==> src/rtl/crc32c_pkg.sv <==
package crc32c_pkg;

    localparam int          CRC_W     = 32;
    localparam logic [31:0] POLY_REFL = 32'h82F63B78;

    typedef enum logic [1:0] {
        SZ_8  = 2'd0,
        SZ_16 = 2'd1,
        SZ_32 = 2'd2,
        SZ_64 = 2'd3
    } crc_size_e;

    typedef struct packed {
        logic             wide;   // second half of a 64-bit chunk pending
        logic [CRC_W-1:0] crc;
        logic [CRC_W-1:0] hi;     // stored upper data half
        logic             done;
    } acc_state_t;

endpackage

==> src/rtl/crc32c_fold.sv <==
module crc32c_fold
    import crc32c_pkg::*;
#(
    parameter int W = 8
) (
    input  logic [CRC_W-1:0] crc_in,
    input  logic [W-1:0]     data_in,
    output logic [CRC_W-1:0] crc_out
);

    always_comb begin
        logic [CRC_W-1:0] c;
        logic             fb;
        c = crc_in;
        for (int i = 0; i < W; i++) begin
            fb = c[0] ^ data_in[i];
            c  = {1'b0, c[CRC_W-1:1]} ^ (fb ? POLY_REFL : '0);
        end
        crc_out = c;
    end

endmodule

==> src/rtl/crc32c_size_pick.sv <==
module crc32c_size_pick
    import crc32c_pkg::*;
(
    input  logic [1:0]       size_i,
    input  logic [CRC_W-1:0] c8_i,
    input  logic [CRC_W-1:0] c16_i,
    input  logic [CRC_W-1:0] c32_i,
    output logic [CRC_W-1:0] crc_o
);

    always_comb begin
        case (crc_size_e'(size_i))
            SZ_8:    crc_o = c8_i;
            SZ_16:   crc_o = c16_i;
            default: crc_o = c32_i;  // 32 bits, or the first half of 64
        endcase
    end

endmodule

==> src/rtl/crc32c_accum.sv <==
module crc32c_accum
    import crc32c_pkg::*;
#(
    parameter int DATA_W = 64
) (
    input  logic              clk,
    input  logic              rst_n,
    input  logic              start_i,
    input  logic [1:0]        size_i,
    input  logic [CRC_W-1:0]  crc_i,
    input  logic [DATA_W-1:0] data_i,
    output logic [DATA_W-1:0] result_o,
    output logic              done_o
);

    localparam int HALF   = DATA_W / 2;
    localparam int N_NARR = 2;

    acc_state_t st_d, st_q;

    logic [N_NARR-1:0][CRC_W-1:0] narrow_crc;
    logic [CRC_W-1:0]             f32_crc_in;
    logic [HALF-1:0]              f32_data_in;
    logic [CRC_W-1:0]             f32_out;
    logic [CRC_W-1:0]             picked;
    logic                         wide_q;

    // 8- and 16-bit folding stages
    for (genvar g = 0; g < N_NARR; g++) begin : g_narrow
        localparam int W = 8 << g;
        crc32c_fold #(.W(W)) u_fold (
            .crc_in  (crc_i),
            .data_in (data_i[W-1:0]),
            .crc_out (narrow_crc[g])
        );
    end

    // One 32-bit stage, reused for the second half of a 64-bit chunk
    assign f32_crc_in  = st_q.wide ? st_q.crc : crc_i;
    assign f32_data_in = st_q.wide ? st_q.hi  : data_i[HALF-1:0];

    crc32c_fold #(.W(HALF)) u_fold32 (
        .crc_in  (f32_crc_in),
        .data_in (f32_data_in),
        .crc_out (f32_out)
    );

    crc32c_size_pick u_pick (
        .size_i (size_i),
        .c8_i   (narrow_crc[0]),
        .c16_i  (narrow_crc[1]),
        .c32_i  (f32_out),
        .crc_o  (picked)
    );

    always_comb begin
        st_d      = st_q;
        st_d.done = 1'b0;
        if (st_q.wide) begin
            st_d.crc  = f32_out;
            st_d.wide = 1'b0;
            st_d.done = 1'b1;
        end else if (start_i) begin
            st_d.crc = picked;
            if (crc_size_e'(size_i) == SZ_64) begin
                st_d.wide = 1'b1;
                st_d.hi   = data_i[DATA_W-1:HALF];
            end else begin
                st_d.done = 1'b1;
            end
        end
    end

    always_ff @(posedge clk or negedge rst_n) begin
        if (!rst_n) st_q <= '0;
        else        st_q <= st_d;
    end

    assign wide_q   = st_q.wide;
    assign result_o = {{(DATA_W-CRC_W){1'b0}}, st_q.crc};
    assign done_o   = st_q.done;

endmodule

==> config.mk <==
export PLATFORM = sky130hd
export DESIGN_NAME = crc32c_accum
export DESIGN_NICKNAME = d
export VERILOG_FILES = /design/src/rtl/crc32c_pkg.sv /design/src/rtl/crc32c_fold.sv /design/src/rtl/crc32c_size_pick.sv /design/src/rtl/crc32c_accum.sv
export SDC_FILE = /design/constraint.sdc
export NUM_CORES = 1
export LEC_CHECK = 0
export BUFFER_PORTS_ARGS = -buffer_cell sky130_fd_sc_hd__buf_2
export CAP_MARGIN = 40
export CORE_ASPECT_RATIO = 2
export CORE_UTILIZATION = 45
export DETAILED_ROUTE_END_ITERATION = 16
export PLACE_DENSITY = 0.69
export SYNTH_ARGS = -nofsm -noshare
export SYNTH_HDL_FRONTEND = slang
export SYNTH_SLANG_ARGS = --single-unit
==> constraint.sdc <==
create_clock -name clk -period 4.95 [get_ports clk]
set_clock_uncertainty 0.05 [all_clocks]
set_input_delay 0.99 -clock clk [delete_from_list [all_inputs] [get_ports clk]]
set_output_delay 0.99 -clock clk [all_outputs]
set_load 0.03 [all_outputs]
# == Word level (Yosys, flattened, before mapping) ==
# Index checks and enable logic that the tools add are counted.
# W data, S select, Z words.
# classes
bitwise,97
n_mux,57
eq_ne,2
reduce_logical,3
# op_table
op,count
$mux W32,51
$xor A31 B32 Y32,48
$mux W66,1
$pmux W32 S2,1
$xor A1 B1 Y1,48
$mux W33,1
$mux W1,3
$reduce_and A3 Y1,1
$eq A2 B1 Y1 const B,1
$eq A2 B2 Y1 const B,1
$logic_not A2 Y1,1
$reduce_bool A2 Y1,1
$not A1 Y1,1
# totals
reg_bits,66
elab_cells,163
in_bits,101
output_inout_bits,65

# == Longest topological paths before layout ==
# logic_depth
ltp_word,100
mapped_depth,17
depth_no_buf,13

# == Cells and area by module ==
# A second synthesis with hierarchy kept.
# hier_totals
hier_cells,1022
area_unflattened_um2,12090.3
# modules_own_cells
mod,cells_each,n_inst,seq_area_each_um2,area_each_um2
crc32c_fold at u_fold32,318,1,0.0,4277.9
crc32c_accum,348,1,1651.6,4092.7
crc32c_fold at g_narrow[1].u_fold,167,1,0.0,2029.4
crc32c_fold at g_narrow[0].u_fold,82,1,0.0,975.9
crc32c_size_pick,107,1,0.0,714.4

# == Worst setup path before layout ==
# No wires, ideal clock.
# synth_path
kind,in2reg
startpoint,input port data_i[5]
endpoint,register st_q (netlist bit result_o[9])
required_ps,4762
path_slack_ps,-995
n_path_buf,2
stages,15
setup_ps,138
arrival_time_ps,5757
path_cell_list,xnor2_2 > mux2i_1 > buf_4 > xnor3_1 > xnor3_2 > xnor3_1 > xnor3_2 > xnor3_1 > buf_6 > xnor3_1 > xnor3_2 > xnor2_2 > xnor3_1 > xor2_1 > o22ai_1
# synth_via
elab_chain_cells,45
elab_cells_between_ends,102
classes_between,mux: 34; bitwise: 68
# synth_rtl
element,line_no,rtl
"start, declared",crc32c_accum.sv:11,"input logic [DATA_W-1:0] data_i,"
$mux W32,crc32c_accum.sv:40,assign f32_data_in = st_q.wide ? st_q.hi : data_i[HALF-1:0];
$xor A1 B1 Y1,crc32c_fold.sv:16,fb = c[0] ^ data_in[i];
$mux W32,crc32c_fold.sv:17,"c = {1'b0, c[CRC_W-1:1]} ^ (fb ? POLY_REFL : '0);"
$xor A31 B32 Y32 (4 in series),crc32c_fold.sv:17,
$xor A1 B1 Y1 / $xor A31 B32 Y32 (equally long branches),"crc32c_fold.sv:16, crc32c_fold.sv:17",
$mux W32 (tied with other cells),crc32c_fold.sv:17,
$xor A31 B32 Y32 (tied with other cells),crc32c_fold.sv:17,
$xor A31 B32 Y32 / $mux W32 (equally long branches),crc32c_fold.sv:17,
(+26 left out),--,
$xor A1 B1 Y1 / $xor A31 B32 Y32 (equally long branches),"crc32c_fold.sv:16, crc32c_fold.sv:17",
$mux W32 / $xor A31 B32 Y32 (equally long branches),crc32c_fold.sv:17,
$xor A31 B32 Y32 / $xor A1 B1 Y1 (equally long branches),"crc32c_fold.sv:17, crc32c_fold.sv:16",
$xor A31 B32 Y32 / $mux W32 (equally long branches),crc32c_fold.sv:17,
$xor A31 B32 Y32,crc32c_fold.sv:17,
$pmux W32 S2,crc32c_size_pick.sv:12,case (crc_size_e'(size_i))
$mux W66,crc32c_accum.sv:63,end else if (start_i) begin
$mux W33 *,crc32c_accum.sv:59,if (st_q.wide) begin
"end signal, assigned",crc32c_accum.sv:76,else st_q <= st_d;
"end, declared",crc32c_accum.sv:19,"acc_state_t st_d, st_q;"
# Every way passes the cells marked *; elsewhere a longest branch is shown, timed or not. The select of a mux whose other input is x is not followed.
# A chain may end at the register's enable or synchronous reset.

# == Worst setup path in the final report ==
# layout_path
startpoint,input port crc_i[6]
endpoint,register st_q (netlist bit result_o[17])
# layout_via
elab_chain_cells,50
elab_cells_between_ends,108
classes_between,mux: 32; bitwise: 76
# layout_rtl
element,line_no,rtl
"start, declared",crc32c_accum.sv:10,"input logic [CRC_W-1:0] crc_i,"
$mux W32,crc32c_accum.sv:39,assign f32_crc_in = st_q.wide ? st_q.crc : crc_i;
$xor A31 B32 Y32 (6 in series),crc32c_fold.sv:17,
$xor A1 B1 Y1,crc32c_fold.sv:16,
$mux W32,crc32c_fold.sv:17,
$xor A31 B32 Y32 (4 in series),crc32c_fold.sv:17,
$xor A1 B1 Y1 / $xor A31 B32 Y32 (equally long branches),"crc32c_fold.sv:16, crc32c_fold.sv:17",
$mux W32 / $xor A1 B1 Y1 (equally long branches),"crc32c_fold.sv:17, crc32c_fold.sv:16",
$xor A31 B32 Y32 / $mux W32 (equally long branches),crc32c_fold.sv:17,
(+24 left out),--,
$xor A31 B32 Y32 (3 in series),crc32c_fold.sv:17,
$xor A1 B1 Y1 / $xor A31 B32 Y32 (equally long branches),"crc32c_fold.sv:16, crc32c_fold.sv:17",
$mux W32 / $xor A1 B1 Y1 (equally long branches),"crc32c_fold.sv:17, crc32c_fold.sv:16",
$xor A31 B32 Y32 / $mux W32 (equally long branches),crc32c_fold.sv:17,
$xor A31 B32 Y32,crc32c_fold.sv:17,
$pmux W32 S2,crc32c_size_pick.sv:12,
$mux W66,crc32c_accum.sv:63,
$mux W33 *,crc32c_accum.sv:59,
# Marked as above.

==> impl_summary.txt <==
----------------------------------------------------
[Timing]
  Shortest clock period the worst path allows after layout ... between 5000 and 6000 ps
  Slew at the pin closest to its max-slew limit ... between 800 and 900 ps
  Unrepaired setup endpoints after global routing ... yes
  Final cycle utilization of the critical path ... 1.06
  Count of endpoints failing hold in the final timing report ... 0
  Final count of negative-setup-slack endpoints ... 18
  Worst Setup Slack, final ... -286 ps
  Worst rel slew slack ... 0.398
  Upper clock frequency limit ... between 150 and 200 MHz
  Final Slew Violations ... 0

[Min path]
  Worst hold path depth ... 2
  Startpoint of the tightest hold check path ... st_q[7]$_DFFE_PN0P_
  Worst Hold Endpoint ... st_q[7]$_DFFE_PN0P_
  Hold crit path type ... flip-flop to flip-flop

[Logic synthesis]
  Main combinational cell family by area after synthesis ... XOR/XNOR gates
  Syn Std Cell Area ... between 9000 and 10000 µm²
  Mux share of post-synthesis cell area ... 0.0431
  Share of the synthesized area in the top cell type ... 0.288
  Basic-gate share of the synthesized area counting and, or, nand and nor cells ... 0.0675
  YS warnings ... 0
  Cell types with the largest area share after synthesis ... sky130_fd_sc_hd__xnor2_1 29%, sky130_fd_sc_hd__dfrtp_1 17%, sky130_fd_sc_hd__xnor3_1 15%
  Adder-cell share of the synthesized area ... 0
  Count of mapped cells out of synthesis ... 988
  Cell variety after synth ... 42
  Cell type contributing the most total cell area after synthesis ... sky130_fd_sc_hd__xnor2_1
  Sequential area share after synthesis ... 0.167
  Average footprint of a synthesized cell ... ~10 µm²
  Post-Synth XOR/XNOR Area ... 0.600
  Count of state elements after synthesis ... 66
  Post-synthesis compound-gate area fraction ... 0.0564

[Worst setup path]
  Stage delay of the slowest cell on the critical path ... between 500 and 600 ps
  Cell with the largest stage delay on the worst path ... sky130_fd_sc_hd__xor3_2
  CP Data Arrival Time ... between 5000 and 6000 ps
  Kind of launch point of the worst setup path ... input pin
  Crit path max fanout ... 4
  Launching point of the worst reg2reg path ... result_o[2]$_DFFE_PN0P_
  Data required time at the worst endpoint ... between 5000 and 6000 ps
  Worst reg-to-reg setup slack ... -210 ps
  Setup CP Type ... input pin to flip-flop
  Endpoint type of the worst setup path ... flip-flop
  R2r worst-path depth ... 17
  Critical path, cell by cell ... buf_2 > xnor2_2 > mux2i_4 > xor3_2 > xnor2_4 > xnor2_4 > buf_4 > xnor3_2 > buf_4 > xnor2_1 > xnor3_2 > xor2_2 > xor2_2 > buf_4 > buf_4 > xnor2_4 > xnor3_1 > o22ai_1
  Cell seen most often among critical-path stages ... sky130_fd_sc_hd__buf_4
  Endpoint of the worst register-to-register path ... result_o[17]$_DFFE_PN0P_

[Place]
  HPWL after detailed placement ... about 33 mm
  Number of input and output port buffers inserted ... approximately 130
  Gpl congestion ... 1.03

[Layout]
  Commonest cells after routing, fill and taps aside ... 300 x sky130_fd_sc_hd__buf_4, 255 x sky130_fd_sc_hd__xnor2_1, 126 x sky130_fd_sc_hd__nand2_1
  Ratio of cells with drive above 1 in the final layout ... 0.470
  ANT cells ... 0
  Final core occ ... 0.682
  Commonest non-fill, non-tap cell in the layout ... sky130_fd_sc_hd__buf_4
  Number of nets at the end of the flow ... ~1500
  Synthesis-to-layout area growth ... 48.8%

[Global route]
  Global-route wire length before repair ... slightly below 60 mm
  Overall track demand over capacity in global routing ... 0.384
  Remaining Overflow, GRT ... 0
  Pin count of the biggest net entering global routing ... 44
  Via count of the first global-routing pass ... just over 9000
  Antenna violations before repair ... 2

[Clocking]
  Clk pin slew, worst setup/hold paths ... around 60 ps
  Worst skew pair latency ... between 300 and 400 ps
  TritonCTS clock tree ... yes
  Clk root buf ... sky130_fd_sc_hd__clkbuf_16
  Cts bufs inserted ... 9
  Max Root-Sink Buffers ... 2
  # H-tree levels ... 3
  Clock tree sinks ... between 60 and 70

[Detailed routing]
  Number of DRC violations after detailed-routing iteration 0 ... between 500 and 600
  Detailed-route vias per instance ... between 5 and 6
  Total number of vias ... 8954
  DRC violation count after routing ... 0
  Average wire per standard cell ... 26.4 µm
  Number of nets with antenna violations after detailed routing ... 0
  Total detailed-routing wirelength ... roughly 44 mm
  Detailed-routing iteration count for the pre-antenna-repair pass ... 5

[Floorplan]
  Core area ... about 22000 µm²
  Initial Utilization ... 0.458
  Die outline area ... around 23000 µm²
  Horizontal die dimension ... about 110 µm
  Chip height ... between 200 and 250 µm
  I/O pins ... roughly 170
  Number of standard-cell rows in the floorplan ... 76

[Run]
  Max-capacitance violation count ... 0

[Outcome]
  Result of the run ... finished, violations left
  Failing checks ... negative setup slack

----------------------------------------------------
-- state kept, by name, summed over array words and instances (netlist names) --
signal	flops
result_o	32
st_q	32
done_o	1
wide_q	1
-- per-stage QoR --
step	setup TNS, ps	cell area, µm²	instances	hold WS, ps	setup WS (ps)
after floorplan	-3010	10400	1019	415	-291
after global placement	-12760	12700	1577	430	-753
after detailed placement	-13710	12800	1578	434	-777
after CTS	-989	13900	1644	448	-144
after global routing	-4580	14700	1672	467	-351
final	-2540	14700	1672	449	-286
-- how the worst max path moves through the flow --
stage | from | to | cells past startpoint
final | crc_i[6] | result_o[17]$_DFFE_PN0P_ | 18
after global routing | crc_i[5] | result_o[17]$_DFFE_PN0P_ | 19
after detailed placement | crc_i[4] | result_o[12]$_DFFE_PN0P_ | 13
after CTS | crc_i[3] | result_o[8]$_DFFE_PN0P_ | 16
after floorplan | crc_i[5] | result_o[9]$_DFFE_PN0P_ | 14
after global placement | crc_i[3] | result_o[12]$_DFFE_PN0P_ | 15
-- synth_stat cells (all sizes together) --
cell,instances
a2bb2oi,1
conb,1
o211ai,3
xor2,97
a211o,1
o32ai,1
xor3,10
o21ai,28
and2,1
a22oi,1
nand2,126
clkbuf,27
nor2b,13
o22a,2
or2,1
mux2,9
inv,3
xnor3,72
a21oi,31
o2bb2ai,1
nor2,24
nand2b,1
buf,73
o221ai,7
o22ai,19
xnor2,342
mux2i,26
dfrtp,66
nand3,1
-- worst max-delay path: cells and delay by family --
kind	cells	cell delay [ps]
muxes	1	320
buffers and inverters	5	730
AOI/OAI and AO/OA	1	260
xor gates and xnor gates	11	3100
-- cells by family (layout without fill, tap and decap cells) --
group,count (synthesis),count (layout)
multiplexers,35,35
AO/OA/AOI/OAI,95,95
flip-flops,66,66
buffers and inverters,103,483
AND/OR/NAND/NOR,167,167
XOR/XNOR,521,521
other,1,32
-- what timing repair did --
item	in CTS	in global routing
endpoints found under the setup margin	24	25
buffers inserted	50	31
pin swaps	46	74
hold buffers	0	0
gates resized for setup	77	86
gates cloned	0	0
-- area by class of cell --
type,instances,area [µm²]
fillers,1547,6860
inverters,3,11.3
clock inverters,6,72.6
well taps,273,342
clock buffers,10,239
flip-flops and latches,66,1650
multi-input cells,850,9000
repair buffers,464,3410
-- per-layer routing --
metal  GRT usage  routed length (µm)
met1       0.330               12500
met2       0.695               22200
met3      0.0791                3280
met4       0.399                6070
met5           0                  33
Power is not shown: default switching activity piles up to over one toggle a cycle in this logic, so the estimate is an artifact.
